===== src/rtl/spi_port_pkg.sv =====
package spi_port_pkg;
    localparam int BYTE_W = 8;
    localparam int EDGE_W = $clog2(2 * BYTE_W);

    typedef enum logic [1:0] {
        ST_IDLE   = 2'd0,
        ST_MASTER = 2'd1,
        ST_SLAVE  = 2'd2
    } xfer_state_t;

    localparam logic [1:0] ADR_DATA = 2'd0;
    localparam logic [1:0] ADR_CTRL = 2'd1;
    localparam logic [1:0] ADR_STAT = 2'd2;

    // control bit positions (software visible)
    localparam int C_IRQ_EN  = 7;
    localparam int C_PIN_EN  = 6;
    localparam int C_SRC_SEL = 5;
    localparam int C_MASTER  = 4;
    localparam int C_POL     = 3;
    localparam int C_PHA     = 2;
endpackage


===== src/rtl/spi_rate_gen.sv =====
module spi_rate_gen #(
    parameter int CNT_W = 5
) (
    input  logic       clk,
    input  logic       rst_n,
    input  logic       run,
    input  logic [1:0] rate_sel,
    output logic       tick
);
    logic [CNT_W-1:0] cnt_q;
    logic [CNT_W-1:0] half_m1;

    always_comb begin
        unique case (rate_sel)
            2'd0:    half_m1 = CNT_W'(0);
            2'd1:    half_m1 = CNT_W'(1);
            2'd2:    half_m1 = CNT_W'(7);
            default: half_m1 = CNT_W'(15);
        endcase
    end

    assign tick = run && (cnt_q == half_m1);

    always_ff @(posedge clk or negedge rst_n) begin
        if (!rst_n)            cnt_q <= '0;
        else if (!run || tick) cnt_q <= '0;
        else                   cnt_q <= cnt_q + 1'b1;
    end
endmodule


===== src/rtl/spi_pin_sync.sv =====
module spi_pin_sync #(
    parameter int STAGES = 2
) (
    input  logic clk,
    input  logic rst_n,
    input  logic sck_pin,
    input  logic sel_n_pin,
    output logic sck_edge,
    output logic sel_low
);
    logic [STAGES:0]   sck_sh;
    logic [STAGES-1:0] sel_sh;

    always_ff @(posedge clk or negedge rst_n) begin
        if (!rst_n) begin
            sck_sh <= '0;
            sel_sh <= '1;
        end else begin
            sck_sh <= {sck_sh[STAGES-1:0], sck_pin};
            sel_sh <= {sel_sh[STAGES-2:0], sel_n_pin};
        end
    end

    assign sck_edge = sck_sh[STAGES] ^ sck_sh[STAGES-1];
    assign sel_low  = !sel_sh[STAGES-1];
endmodule


===== src/rtl/spi_shifter.sv =====
module spi_shifter #(
    parameter int W = 8
) (
    input  logic         clk,
    input  logic         rst_n,
    input  logic         load,
    input  logic [W-1:0] load_val,
    input  logic         sample_en,
    input  logic         change_en,
    input  logic         ser_in,
    output logic         ser_out,
    output logic [W-1:0] word_now,
    output logic [W-1:0] shift_next
);
    logic [W-1:0] sh_q;
    logic         out_q;

    assign shift_next = {sh_q[W-2:0], ser_in};
    assign word_now   = sh_q;
    assign ser_out    = out_q;

    always_ff @(posedge clk or negedge rst_n) begin
        if (!rst_n) begin
            sh_q  <= '0;
            out_q <= 1'b0;
        end else if (load) begin
            sh_q  <= load_val;
            out_q <= load_val[W-1];
        end else begin
            if (sample_en) sh_q  <= shift_next;
            if (change_en) out_q <= sh_q[W-1];
        end
    end
endmodule


===== src/rtl/spi_port_ctrl.sv =====
module spi_port_ctrl
    import spi_port_pkg::*;
#(
    parameter int RATE_CNT_W = 5
) (
    input  logic              clk,
    input  logic              rst_n,
    input  logic [1:0]        bus_addr,
    input  logic              bus_wr,
    input  logic              bus_rd,
    input  logic [BYTE_W-1:0] bus_wdata,
    output logic [BYTE_W-1:0] bus_rdata,
    input  logic              sck_in,
    output logic              sck_out,
    output logic              sck_oe,
    input  logic              mosi_in,
    output logic              mosi_out,
    output logic              mosi_oe,
    input  logic              miso_in,
    output logic              miso_out,
    output logic              miso_oe,
    input  logic              ss_n,
    input  logic              ext_irq,
    output logic              irq_out
);
    localparam logic [EDGE_W-1:0] EDGE_LAST = '1;

    xfer_state_t       state_q, state_d;
    logic [BYTE_W-1:0] ctrl_q, rxbuf_q;
    logic              done_q, coll_q, fault_q, armed_q;
    logic [EDGE_W-1:0] edge_q;
    logic              tog_q;

    logic tick, sck_edge, sel_low;
    logic is_master, slave_sel, fault_hit;
    logic data_wr, data_rd, ctrl_wr, stat_rd, load_go;
    logic evt, evt_sample, finish;
    logic ser_in, ser_out, spi_req;
    logic [BYTE_W-1:0] word_now, shift_next;

    assign is_master = ctrl_q[C_MASTER];
    assign slave_sel = !is_master && sel_low;
    assign fault_hit = is_master && sel_low;
    assign data_wr   = bus_wr && (bus_addr == ADR_DATA);
    assign data_rd   = bus_rd && (bus_addr == ADR_DATA);
    assign ctrl_wr   = bus_wr && (bus_addr == ADR_CTRL);
    assign stat_rd   = bus_rd && (bus_addr == ADR_STAT);
    assign load_go   = data_wr && (state_q == ST_IDLE);

    assign evt        = ((state_q == ST_MASTER) && tick)
                      || (slave_sel && sck_edge && (state_q != ST_MASTER));
    assign evt_sample = evt && (edge_q[0] == ctrl_q[C_PHA]);
    assign finish     = evt && (edge_q == EDGE_LAST);
    assign ser_in     = is_master ? miso_in : mosi_in;

    spi_rate_gen #(.CNT_W(RATE_CNT_W)) u_rate (
        .clk(clk), .rst_n(rst_n), .run(state_q == ST_MASTER),
        .rate_sel(ctrl_q[1:0]), .tick(tick)
    );

    spi_pin_sync #(.STAGES(2)) u_sync (
        .clk(clk), .rst_n(rst_n), .sck_pin(sck_in), .sel_n_pin(ss_n),
        .sck_edge(sck_edge), .sel_low(sel_low)
    );

    spi_shifter #(.W(BYTE_W)) u_shift (
        .clk(clk), .rst_n(rst_n), .load(load_go), .load_val(bus_wdata),
        .sample_en(evt_sample), .change_en(evt && !evt_sample),
        .ser_in(ser_in), .ser_out(ser_out),
        .word_now(word_now), .shift_next(shift_next)
    );

    // next-state logic
    always_comb begin
        state_d = state_q;
        unique case (state_q)
            ST_IDLE: begin
                if (load_go && is_master && !fault_hit) state_d = ST_MASTER;
                else if (evt)                           state_d = ST_SLAVE;
            end
            ST_MASTER: begin
                if (fault_hit || finish) state_d = ST_IDLE;
            end
            ST_SLAVE: begin
                if (!slave_sel || finish) state_d = ST_IDLE;
            end
            default: state_d = ST_IDLE;
        endcase
    end

    // state register
    always_ff @(posedge clk or negedge rst_n) begin
        if (!rst_n) state_q <= ST_IDLE;
        else        state_q <= state_d;
    end

    // edge counter, clock phase, registers and flags
    always_ff @(posedge clk or negedge rst_n) begin
        if (!rst_n) begin
            edge_q  <= '0;
            tog_q   <= 1'b0;
            ctrl_q  <= '0;
            rxbuf_q <= '0;
            done_q  <= 1'b0;
            coll_q  <= 1'b0;
            fault_q <= 1'b0;
            armed_q <= 1'b0;
        end else begin
            if (state_d == ST_IDLE) begin
                edge_q <= '0;
                tog_q  <= 1'b0;
            end else if (evt) begin
                edge_q <= edge_q + 1'b1;
                tog_q  <= !tog_q;
            end

            if (ctrl_wr) ctrl_q <= bus_wdata;
            if (fault_hit) begin
                ctrl_q[C_MASTER] <= 1'b0;
                ctrl_q[C_PIN_EN] <= 1'b0;
            end

            if (stat_rd)                                armed_q <= 1'b1;
            else if (data_wr || data_rd || ctrl_wr)     armed_q <= 1'b0;

            if (armed_q && (data_wr || data_rd)) begin
                done_q <= 1'b0;
                coll_q <= 1'b0;
            end
            if (armed_q && ctrl_wr) fault_q <= 1'b0;

            if (finish) begin
                done_q  <= 1'b1;
                rxbuf_q <= evt_sample ? shift_next : word_now;
            end
            if (data_wr && (state_q != ST_IDLE)) coll_q  <= 1'b1;
            if (fault_hit)                       fault_q <= 1'b1;
        end
    end

    // read mux
    always_comb begin
        unique case (bus_addr)
            ADR_DATA: bus_rdata = rxbuf_q;
            ADR_CTRL: bus_rdata = ctrl_q;
            ADR_STAT: bus_rdata = {done_q, coll_q, 1'b0, fault_q, 4'b0000};
            default:  bus_rdata = '0;
        endcase
    end

    assign sck_out  = ctrl_q[C_POL] ^ tog_q;
    assign sck_oe   = ctrl_q[C_PIN_EN] && is_master;
    assign mosi_oe  = ctrl_q[C_PIN_EN] && is_master;
    assign miso_oe  = ctrl_q[C_PIN_EN] && !is_master;
    assign mosi_out = ser_out;
    assign miso_out = ser_out;
    assign spi_req  = ctrl_q[C_IRQ_EN] && (done_q ^ fault_q);
    assign irq_out  = ctrl_q[C_SRC_SEL] ? spi_req : ext_irq;
endmodule


===== config.mk =====
export PLATFORM = sky130hd
export DESIGN_NAME = spi_port_ctrl
export DESIGN_NICKNAME = d
export VERILOG_FILES = /design/src/rtl/spi_port_pkg.sv /design/src/rtl/spi_rate_gen.sv /design/src/rtl/spi_pin_sync.sv /design/src/rtl/spi_shifter.sv /design/src/rtl/spi_port_ctrl.sv
export SDC_FILE = /design/constraint.sdc
export NUM_CORES = 1
export LEC_CHECK = 0
export BUFFER_PORTS_ARGS = -buffer_cell sky130_fd_sc_hd__buf_2
export CAP_MARGIN = 5
export CORE_MARGIN = 2
export CORE_UTILIZATION = 49
export DETAILED_ROUTE_END_ITERATION = 7
export GPL_TIMING_DRIVEN = 0
export HOLD_SLACK_MARGIN = 0.15
export PLACE_DENSITY_LB_ADDON = 0.25
export SLEW_MARGIN = 20
export SYNTH_ARGS = -nofsm -noshare
export SYNTH_HDL_FRONTEND = slang
export SYNTH_SLANG_ARGS = --single-unit
export TNS_END_PERCENT = 5

===== constraint.sdc =====
create_clock -name clk -period 1.8 [get_ports clk]
set_input_delay 0.18 -clock clk [delete_from_list [all_inputs] [get_ports clk]]
set_output_delay 0.18 -clock clk [all_outputs]
set_load 0.01 [all_outputs]

==> metrics.md, run 1 <==
| Metric | Value |
|---|---|
| Sink Count | `46` |
| RR Startpoint | `state_q[1]` |
| Final worst slack | `-0.196 ns` |
| Critical path data required time | `1.99 ns` |
| Die X | `72.5 um` |
| Synth Area in Compound Gates | `0.122` |
| DR DRC count | `0` |
| Final hold vios | `0` |
| First-pass GRT wire length | `8270 um` |
| Seq/Total Area, Yosys | `0.501` |
| Final setup viols | `25` |
| Num ports | `34` |
| CTS tree | `yes` |
| Vias in the first global route | `1,757` |
| Status | `finished with violations` |
| Post-Layout Cell Count | `329` |
| Initial antenna violation count | `0` |
| Placer Congestion | `0.823` |
| Later-pin clock latency in the skew report | `0.30 ns` |
| Worst-path fanout max | `9` |
| Synth Area in Simple Gates | `0.161` |
| Maxcap violations | `0` |
| ANT nets after route | `0` |
| R2R depth | `6` |
| Final Skew | `0.00601 ns` |
| VDD IR-drop max | `0.602 mV` |
| Clock slew at reported path FFs | `0.09 ns` |
| Critical path endpoint | `rxbuf_q[2]` |
| Xor-xnor portion of the synthesized cell area | `0.0342` |
| Final nets | `297` |
| Synthesized flop and latch total | `46` |
| FMAX | `501 MHz` |
| Failing checks | `setup timing` |
| Worst reg2reg setup slack | `-0.20 ns` |
| Count of different cell masters after synthesis | `45` |
| Async set-reset flop share out of synthesis | `1.00` |
| Slew Limit Fails | `0` |
| Routed WL per cell | `15.8 um` |
| Floorplan Core Area | `4440 um2` |
| Setup TNS | `-2.77 ns` |
| Layout cells sized above 1 | `0.325` |
| Root Buffer | `clkbuf_8` |
| Leak | `1.36 nW` |
| Setup crit start | `state_q[1]` |
| Max clock buf depth | `2` |
| Post-synth EDFFs | `0` |
| Total power | `3.02 mW` |
| Worst Setup Start Kind | `flop` |
| DRT iter0 DRCs | `153` |
| Critical path arrival | `2.19 ns` |
| Post-layout min period | `2.00 ns` |
| Final Cycle Share | `1.11` |
| GRT Residual Overflow | `0` |
| Drt first pass iters | `4` |
| Die area | `5260 um2` |
| Placed Instances | `302` |
| Top FF cell, synth | `dfrtp_1` |
| Largest net degree at the start of global routing | `47` |
| RSZ-0062 raised after global routing | `yes` |
| Final WL | `5210 um` |
| Syn Inst Count | `217` |
| Mapped Avg Cell Area | `10.6 um2` |
| Actual slew at the worst max-slew pin | `0.731 ns` |
| Worst min path class | `in2reg` |
| H-tree levels | `2` |
| Yosys Warn Count | `0` |
| CP Capture Type | `flop` |
| Port Buf Inserts | `33` |
| Final Util | `0.659` |
| Worst r2r dst | `rxbuf_q[2]` |
| DR vias/cell | `5.55` |
| Dpl hpwl | `3340 um` |
| Cell Area, Synth | `2300 um2` |
| Mux cell area share after synthesis | `0.140` |
| Cts bufs inserted | `5` |
| Main combinational cell family by area after synthesis | `simple AND/OR/NAND/NOR gates` |
| Initial Util | `0.518` |
| Crit Path Class | `reg2reg` |
| Adder-Cell Fraction of Synth Area | `0.0109` |
| Gr usage total | `0.205` |
| Die Y | `72.5 um` |
| PD cells | `1030 nW/um2` |
| Num rows | `24` |
| N_diodes | `0` |
| Post-Synthesis Net Count | `238` |
| Slew headroom | `0.512` |
| Area delta synth->final | `27.1%` |
| Vias | `1,825` |
==> state kept, by name, summed over array words and instances (netlist names) <==
name	count
ctrl_q	8
rxbuf_q	8
u_shift.word_now	8
u_rate.cnt_q	5
edge_q	4
u_sync.sck_sh	3
state_q	2
u_sync.sel_sh	2
armed_q	1
coll_q	1
done_q	1
fault_q	1
tog_q	1
u_shift.ser_out	1
==> metal layers <==
metal	global-route usage	routed length, um	up-vias
li1	-	-	887
met5	0	0	-
met3	0.0417	228	7
met4	0.0617	50	0
met1	0.292	2540	884
met2	0.318	2390	47
==> through the flow <==
step / area, um2 / hold WS, ns / setup WS (ns)
6_report: 2930 / 0.212 / -0.196
5_1_grt: 2930 / 0.221 / -0.255
4_1_cts: 2880 / 0.211 / -0.203
3_5_place_dp: 2530 / 0.287 / -0.352
3_3_place_gp: 2530 / 0.285 / -0.309
2_1_floorplan: 2300 / -0.116 / -0.0794
==> cells in the final DEF, fill, tap and decap left out, types with 6 or more instances in the layout <==
master	n
buf_4	11
nor2_1	17
nand2b_1	7
mux2_2	18
nand3_1	8
o22ai_1	6
dlygate4sd3_1	11
o21ai_0	13
nand2_1	21
mux2i_1	12
buf_2	32
dfrtp_1	40
==> worst min-delay path by stage <==
stage	from	to	slack, ns	depth (start not counted)
after global routing	bus_wr	coll_q	0.22	3
final	bus_wr	coll_q	0.21	3
after detailed placement	ss_n	u_sync.sel_sh[0]	0.29	1
after global placement	ss_n	u_sync.sel_sh[0]	0.29	1
after floorplan	rst_n	armed_q	-0.12	0
after CTS	bus_wr	coll_q	0.21	3
==> cells by family after synthesis <==
logic type / after synthesis
buffers and inverters: 14
AND/OR/NAND/NOR: 72
flip-flops: 46
multiplexers: 30
AO/OA/AOI/OAI: 44
XOR/XNOR: 9
adder cells (fa/ha/maj): 2
==> critical path, cell delays in order, from the launching register on <==
cell and delay, ns:
dfrtp_1 0.38, and2b_2 0.27, nand4b_1 0.16, o32a_1 0.39
buf_6 0.15, nor2_8 0.18, mux2_2 0.36
==> report_power, final <==
part	leakage, nW	total (mW)	switching (mW)	internal (mW)
clock	0.0504	0.772	0.359	0.413
combinational	0.735	0.879	0.451	0.428
sequential	0.575	1.37	0.151	1.22
==> layout make-up <==
type                       instances  area (um2)
fill                             361        1520
buffer                             8        52.6
sequential                        46        1160
clock inverter                     3        45.0
inverter                           5        18.8
multi-input combinational        157        1160
tap                               52        65.1
timing repair buffer              53         358
clock buffer                       5        68.8
==> Yosys cell counts, types with 2 or more instances <==
| master | n | area share |
|---|---|---|
| ha_1 | 2 | 0.011 |
| o31ai_1 | 2 | 0.0065 |
| nand2_1 | 21 | 0.034 |
| clkbuf_1 | 4 | 0.0065 |
| o22ai_1 | 6 | 0.016 |
| o21ai_0 | 15 | 0.033 |
| xnor2_1 | 4 | 0.015 |
| nand3_1 | 8 | 0.017 |
| mux2_2 | 18 | 0.088 |
| nor3_1 | 2 | 0.0043 |
| nor2_1 | 17 | 0.028 |
| a22oi_1 | 2 | 0.0065 |
| buf_4 | 2 | 0.0065 |
| xor2_1 | 5 | 0.019 |
| dfrtp_1 | 44 | 0.48 |
| nor2b_1 | 4 | 0.011 |
| mux2i_1 | 12 | 0.052 |
| or3_1 | 2 | 0.0054 |
| a21oi_1 | 5 | 0.011 |
| dfstp_2 | 2 | 0.023 |
| a31oi_1 | 3 | 0.0082 |
| nand2b_1 | 7 | 0.019 |
| inv_1 | 5 | 0.0082 |
| nand3b_1 | 4 | 0.013 |
==> what timing repair did <==
action	CTS	global route
hold buffers	11	0
buffers inserted	7	2
hold endpoints to repair	58	0
endpoints found under the setup margin	24	25
pin swaps	2	7
resized for setup	13	7
Note: power is estimated with default switching activity, not from simulation.
==> inputs of run 2 (changes only) <==
Settings changed: CORE_UTILIZATION 49 to 51.
==> run 2 against run 1 <==
Net effect:
- the run still ends with setup timing left
- worst hold slack gained 0.020 ns
- combinational power up 1%
- sequential power about the same
- sequential share of layout area is 0.12 points lower
- clock skew grew 0.0035 ns
- largest power group unchanged
==> metrics.md, run 2 (synthesis gave the netlist of run 1 again) <==
| Metric | Value |
|---|---|
| Final setup viols | `29` |
| Most common cell after layout, fill and taps aside | `dfrtp_1` |
| First-pass GRT wire length | `8580 um` |
| Initial Util | `0.529` |
| Routed WL per cell | `15.8 um` |
| DR vias/cell | `5.53` |
| Later-pin clock latency in the skew report | `0.31 ns` |
| Final WL | `5210 um` |
| Slew headroom | `0.526` |
| Most frequent cells in the layout | `dfrtp_1, buf_2, nand2_1, mux2_2, nor2_1` |
| Final hold vios | `0` |
| Final nets | `299` |
| Total power | `3.04 mW` |
| Actual slew at the worst max-slew pin | `0.711 ns` |
| Status | `finished with violations` |
| Maxcap violations | `0` |
| Root Buffer | `clkbuf_8` |
| Num rows | `24` |
| Gr usage total | `0.217` |
| Critical path data required time | `1.99 ns` |
| H-tree levels | `2` |
| Final Cycle Share | `1.09` |
| DRT iter0 DRCs | `107` |
| VDD IR-drop max | `0.556 mV` |
| Worst min path class | `in2reg` |
| Port Buf Inserts | `33` |
| Die X | `71.2 um` |
| Die Y | `71.2 um` |
| Final Skew | `0.00947 ns` |
| Placed inst area | `2530 um2` |
| Drt first pass iters | `4` |
| PD cells | `1030 nW/um2` |
| Post-route cell area | `2940 um2` |
| Initial antenna violation count | `0` |
| Crit Path Class | `reg2reg` |
| Clock slew at reported path FFs | `0.08 ns` |
| Post-layout min period | `1.96 ns` |
| Die area | `5070 um2` |
| Worst-path fanout max | `9` |
| Worst Setup Start Kind | `flop` |
| Vias | `1,830` |
| Largest net degree at the start of global routing | `47` |
| GRT Residual Overflow | `0` |
| Failing checks | `setup timing` |
| Placer Congestion | `0.825` |
| CTS tree | `yes` |
| N_diodes | `0` |
| Final worst slack | `-0.160 ns` |
| Sink Count | `46` |
| FMAX | `510 MHz` |
| Area delta synth->final | `27.5%` |
| Critical path arrival | `2.15 ns` |
| Floorplan Core Area | `4350 um2` |
| CP Capture Type | `flop` |
| Max clock buf depth | `2` |
| Layout cells sized above 1 | `0.333` |
| DR DRC count | `0` |
| Vias in the first global route | `1,771` |
| Leak | `1.37 nW` |
| RSZ-0062 raised after global routing | `yes` |
| Num ports | `34` |
| Dpl hpwl | `3430 um` |
| ANT nets after route | `0` |
| Slew Limit Fails | `0` |
| Cts bufs inserted | `5` |
-- run 2: layout make-up --
class / instances / area (um2)
timing repair buffer: 55 / 364
fill: 345 / 1420
sequential: 46 / 1160
tap: 52 / 65.1
clock inverter: 2 / 37.5
inverter: 5 / 18.8
buffer: 8 / 48.8
clock buffer: 6 / 72.6
multi-input combinational: 157 / 1170
-- run 2: stage by stage --
step	hold WS (ns)	utilization	setup TNS, ns	setup WS [ns]	cells
after floorplan	-0.116	-	-0.799	-0.0794	217
after global routing	0.247	0.674	-5.06	-0.252	331
final	0.232	0.674	-2.22	-0.160	331
after CTS	0.228	0.659	-4.28	-0.220	328
after global placement	0.285	0.582	-5.29	-0.321	302
after detailed placement	0.287	0.582	-6.73	-0.406	302
-- run 2: layer usage --
layer  track usage  vias up  routed length (um)
met2         0.338       46                2420
met3        0.0470        6                 228
met1         0.308      887                2510
met4        0.0629        0                  58
li1              -      891                   -
met5             0        -                   0
-- run 2: path summary, 6_finish.rpt --
| path | startpoint | endpoint | slack, ns | cells after the start |
|---|---|---|---|---|
| max in group asynchronous | rst_n | ctrl_q[1] | 0.95 | 2 |
| min in group asynchronous | rst_n | u_shift.word_now[2] | 0.42 | 2 |
| min reg2reg | u_sync.sck_sh[0] | u_sync.sck_sh[1] | 0.35 | 0 |
| max reg2reg | state_q[1] | rxbuf_q[2] | -0.16 | 6 |
| max | state_q[1] | rxbuf_q[2] | -0.16 | 6 |
| min | bus_wr | coll_q | 0.23 | 3 |
-- run 2: worst max-delay path: stages (launching register included) --
cell and delay (ns):
dfrtp_1 0.42, and2b_2 0.23, nand4b_1 0.13, o32a_1 0.39, buf_6 0.15, nor2_8 0.16
mux2_2 0.36
-- run 2: what timing repair did --
| action | 4_1_cts | 5_1_grt |
|---|---|---|
| gates resized for setup | 14 | 10 |
| hold buffers | 11 | 0 |
| endpoints found under the setup margin | 24 | 29 |
| pin swaps | 4 | 6 |
| setup buffers | 7 | 4 |
| hold endpoints to repair | 60 | 0 |
-- run 2: power breakdown --
group          switching [mW]  internal [mW]
Combinational           0.455          0.433
Clock                   0.356          0.414
Sequential              0.160           1.22
==> inputs of run 3 (changes only) <==
Settings changed: PLACE_DENSITY from default to 0.8, PLACE_DENSITY_LB_ADDON 0.25 to default.
Clock period 1.8 ns to 1.79 ns, I/O delays scaled along.
==> run 3 against run 2 <==
Net effect:
- the flow still finishes with violations (setup timing)
- fmax is 1.4% lower
- total power decreased by 3.6%
- combinational power increased by 0.9%
- sequential share of layout area rose by 0.43 points
- worst setup slack got worse by 0.039 ns
- clock power down 16%
- flip-flop and latch count did not move
- final cell count shrank 0.30%
- register-to-register slack lost 0.04 ns
- global-route usage rose by 0.98 points
- count of clock-buffer cells in the layout rose by 1
- cell area fell by 0.98%
==> metrics.md, run 3 (synthesis gave the netlist of run 1 again) <==
| Metric | Value |
|---|---|
| Layout cells sized above 1 | `0.324` |
| Leak | `1.36 nW` |
| Switching power | `966 uW` |
| Port Buf Inserts | `33` |
| Final Skew | `0.00294 ns` |
| Maxcap violations | `0` |
| CP max-delay cell | `dfrtp_1` |
| Critical path data required time | `1.98 ns` |
| VDD IR-drop max | `0.674 mV` |
| RSZ-0062 raised after global routing | `yes` |
| Gr usage total | `0.227` |
| Combinational Power Share | `0.306` |
| Floorplan Core Area | `4350 um2` |
| CTS tree | `yes` |
| Status | `finished with violations` |
| Area delta synth->final | `26.3%` |
| N_diodes | `0` |
| Met2 usage | `0.364` |
| Largest net degree at the start of global routing | `47` |
| Fillers | `348` |
| Worst min path class | `in2reg` |
| Num ports | `34` |
| DRT iter0 DRCs | `142` |
| Crit path buffers/inverters | `1` |
| Worst Setup Start Kind | `flop` |
| Post-route cell area | `2910 um2` |
| Actual slew at the worst max-slew pin | `0.763 ns` |
| Clock slew at reported path FFs | `0.08 ns` |
| Clk pwr share | `0.220` |
| Num rows | `24` |
| Vias | `1,909` |
| FMAX | `503 MHz` |
| M1 GR Usage | `0.302` |
| First-pass GRT wire length | `8930 um` |
| Slew Limit Fails | `0` |
| Final Cycle Share | `1.11` |
| Later-pin clock latency in the skew report | `0.29 ns` |
| ANT nets after route | `0` |
| Final setup viols | `25` |
| CP Capture Type | `flop` |
| Cell-internal power | `1.96 mW` |
| Failing checks | `setup timing` |
| Slew headroom | `0.491` |
| Drt first pass iters | `4` |
| Die X | `71.2 um` |
| Switching part of the total power | `0.330` |
| Crit path max-delay family | `simple AND/OR/NAND/NOR gates` |
| Routed WL per cell | `16.2 um` |
| Root Buffer | `clkbuf_8` |
| Hold_ws | `0.211 ns` |
| Sink Count | `46` |
| Most common cell after layout, fill and taps aside | `dfrtp_1` |
| Placer Congestion | `0.902` |
| Final hold vios | `0` |
| Worst-path fanout max | `9` |
| Sequential power share | `0.474` |
| PD cells | `1010 nW/um2` |
| Met3 usage | `0.0456` |
| Most frequent cells in the layout | `dfrtp_1, buf_2, nand2_1, nor2_1, mux2_2` |
| CP cell instances | `and2b_2, nand4b_1, o32a_1, buf_6, nor2_8, mux2_2` |
| Final nets | `298` |
| Placed inst area | `2530 um2` |
| Die Y | `71.2 um` |
| Final WL | `5350 um` |
| DR vias/cell | `5.78` |
| Final worst slack | `-0.198 ns` |
| Max clock buf depth | `2` |
| GRT Residual Overflow | `0` |
| Cts bufs inserted | `5` |
| Initial Util | `0.529` |
| H-tree levels | `2` |
| Gr busiest metal | `met2` |
| Max incr delay on CP | `0.40 ns` |
| Dpl hpwl | `3550 um` |
| Die area | `5070 um2` |
| Crit Path Class | `reg2reg` |
| Setup TNS | `-3.69 ns` |
| Critical path arrival | `2.17 ns` |
| Final Util | `0.668` |
| Initial antenna violation count | `0` |
| Vias in the first global route | `1,897` |
| Post-layout min period | `1.99 ns` |
| DR DRC count | `0` |
-- run 3: cell types whose count changed in the layout (fill, tap and decap cells not counted), sizes merged --
cell | previous run | this run
buf | 49 | 48
bufinv | 1 | 0
clkbuf | 9 | 10
clkinv | 0 | 1
clkinvlp | 1 | 0
-- run 3: final timing paths --
check,start,end,slack (ns),cells after the start
setup / recovery,state_q[1],rxbuf_q[2],-0.20,6
hold / removal,bus_wr,coll_q,0.21,3
setup reg to reg,state_q[1],rxbuf_q[2],-0.20,6
hold reg to reg,u_sync.sck_sh[0],u_sync.sck_sh[1],0.35,0
max in group asynchronous,rst_n,ctrl_q[1],0.95,2
min in group asynchronous,rst_n,u_sync.sck_sh[0],0.43,2
-- run 3: cell type report --
type                       count  area (um2)  share of cell area
multi-input combinational    157        1170               0.401
inverter                       5        18.8             0.00646
clock buffer                   7        86.3              0.0297
buffer                         8        52.6              0.0181
tap                           52        65.1              0.0224
timing repair buffer          54         353               0.121
clock inverter                 1        5.00             0.00172
sequential                    46        1160               0.399
-- run 3: repair_timing --
item                                    in CTS  in global routing
pin swaps                                    4                  3
endpoints found under the setup margin      24                 29
buffers inserted                             8                  2
resized for setup                           18                  5
hold endpoints to repair                    60                  0
gates cloned                                 0                  0
hold buffers                                11                  0
-- run 3: power by group through the flow --
stage	clock [mW]	combinational, mW	sequential [mW]
3_5_place_dp	0	0.783	1.39
3_3_place_gp	0	0.752	1.37
2_1_floorplan	0	0.556	1.35
4_1_cts	0.656	0.861	1.38
5_1_grt	0.693	0.992	1.40
6_report	0.643	0.896	1.39
-- run 3: tightest hold or removal path: stages --
cell and delay (ns):
buf_2 0.13, nand2_1 0.08, o21ai_0 0.08
-- run 3: stage by stage --
stage,setup slack [ns],power [mW],cells
4_1_cts,-0.226,2.90,328
3_3_place_gp,-0.302,2.13,302
2_1_floorplan,-0.0894,1.90,217
3_5_place_dp,-0.384,2.17,302
6_report,-0.198,2.93,330
5_1_grt,-0.281,3.09,330
-- run 3: routing by layer --
layer / vias to the layer above / part of all wire / wire length [um]
met5: - / 0 / 0
met3: 16 / 0.055 / 295
met4: 0 / 0.035 / 189
met2: 72 / 0.48 / 2550
met1: 928 / 0.43 / 2310
li1: 893 / - / -
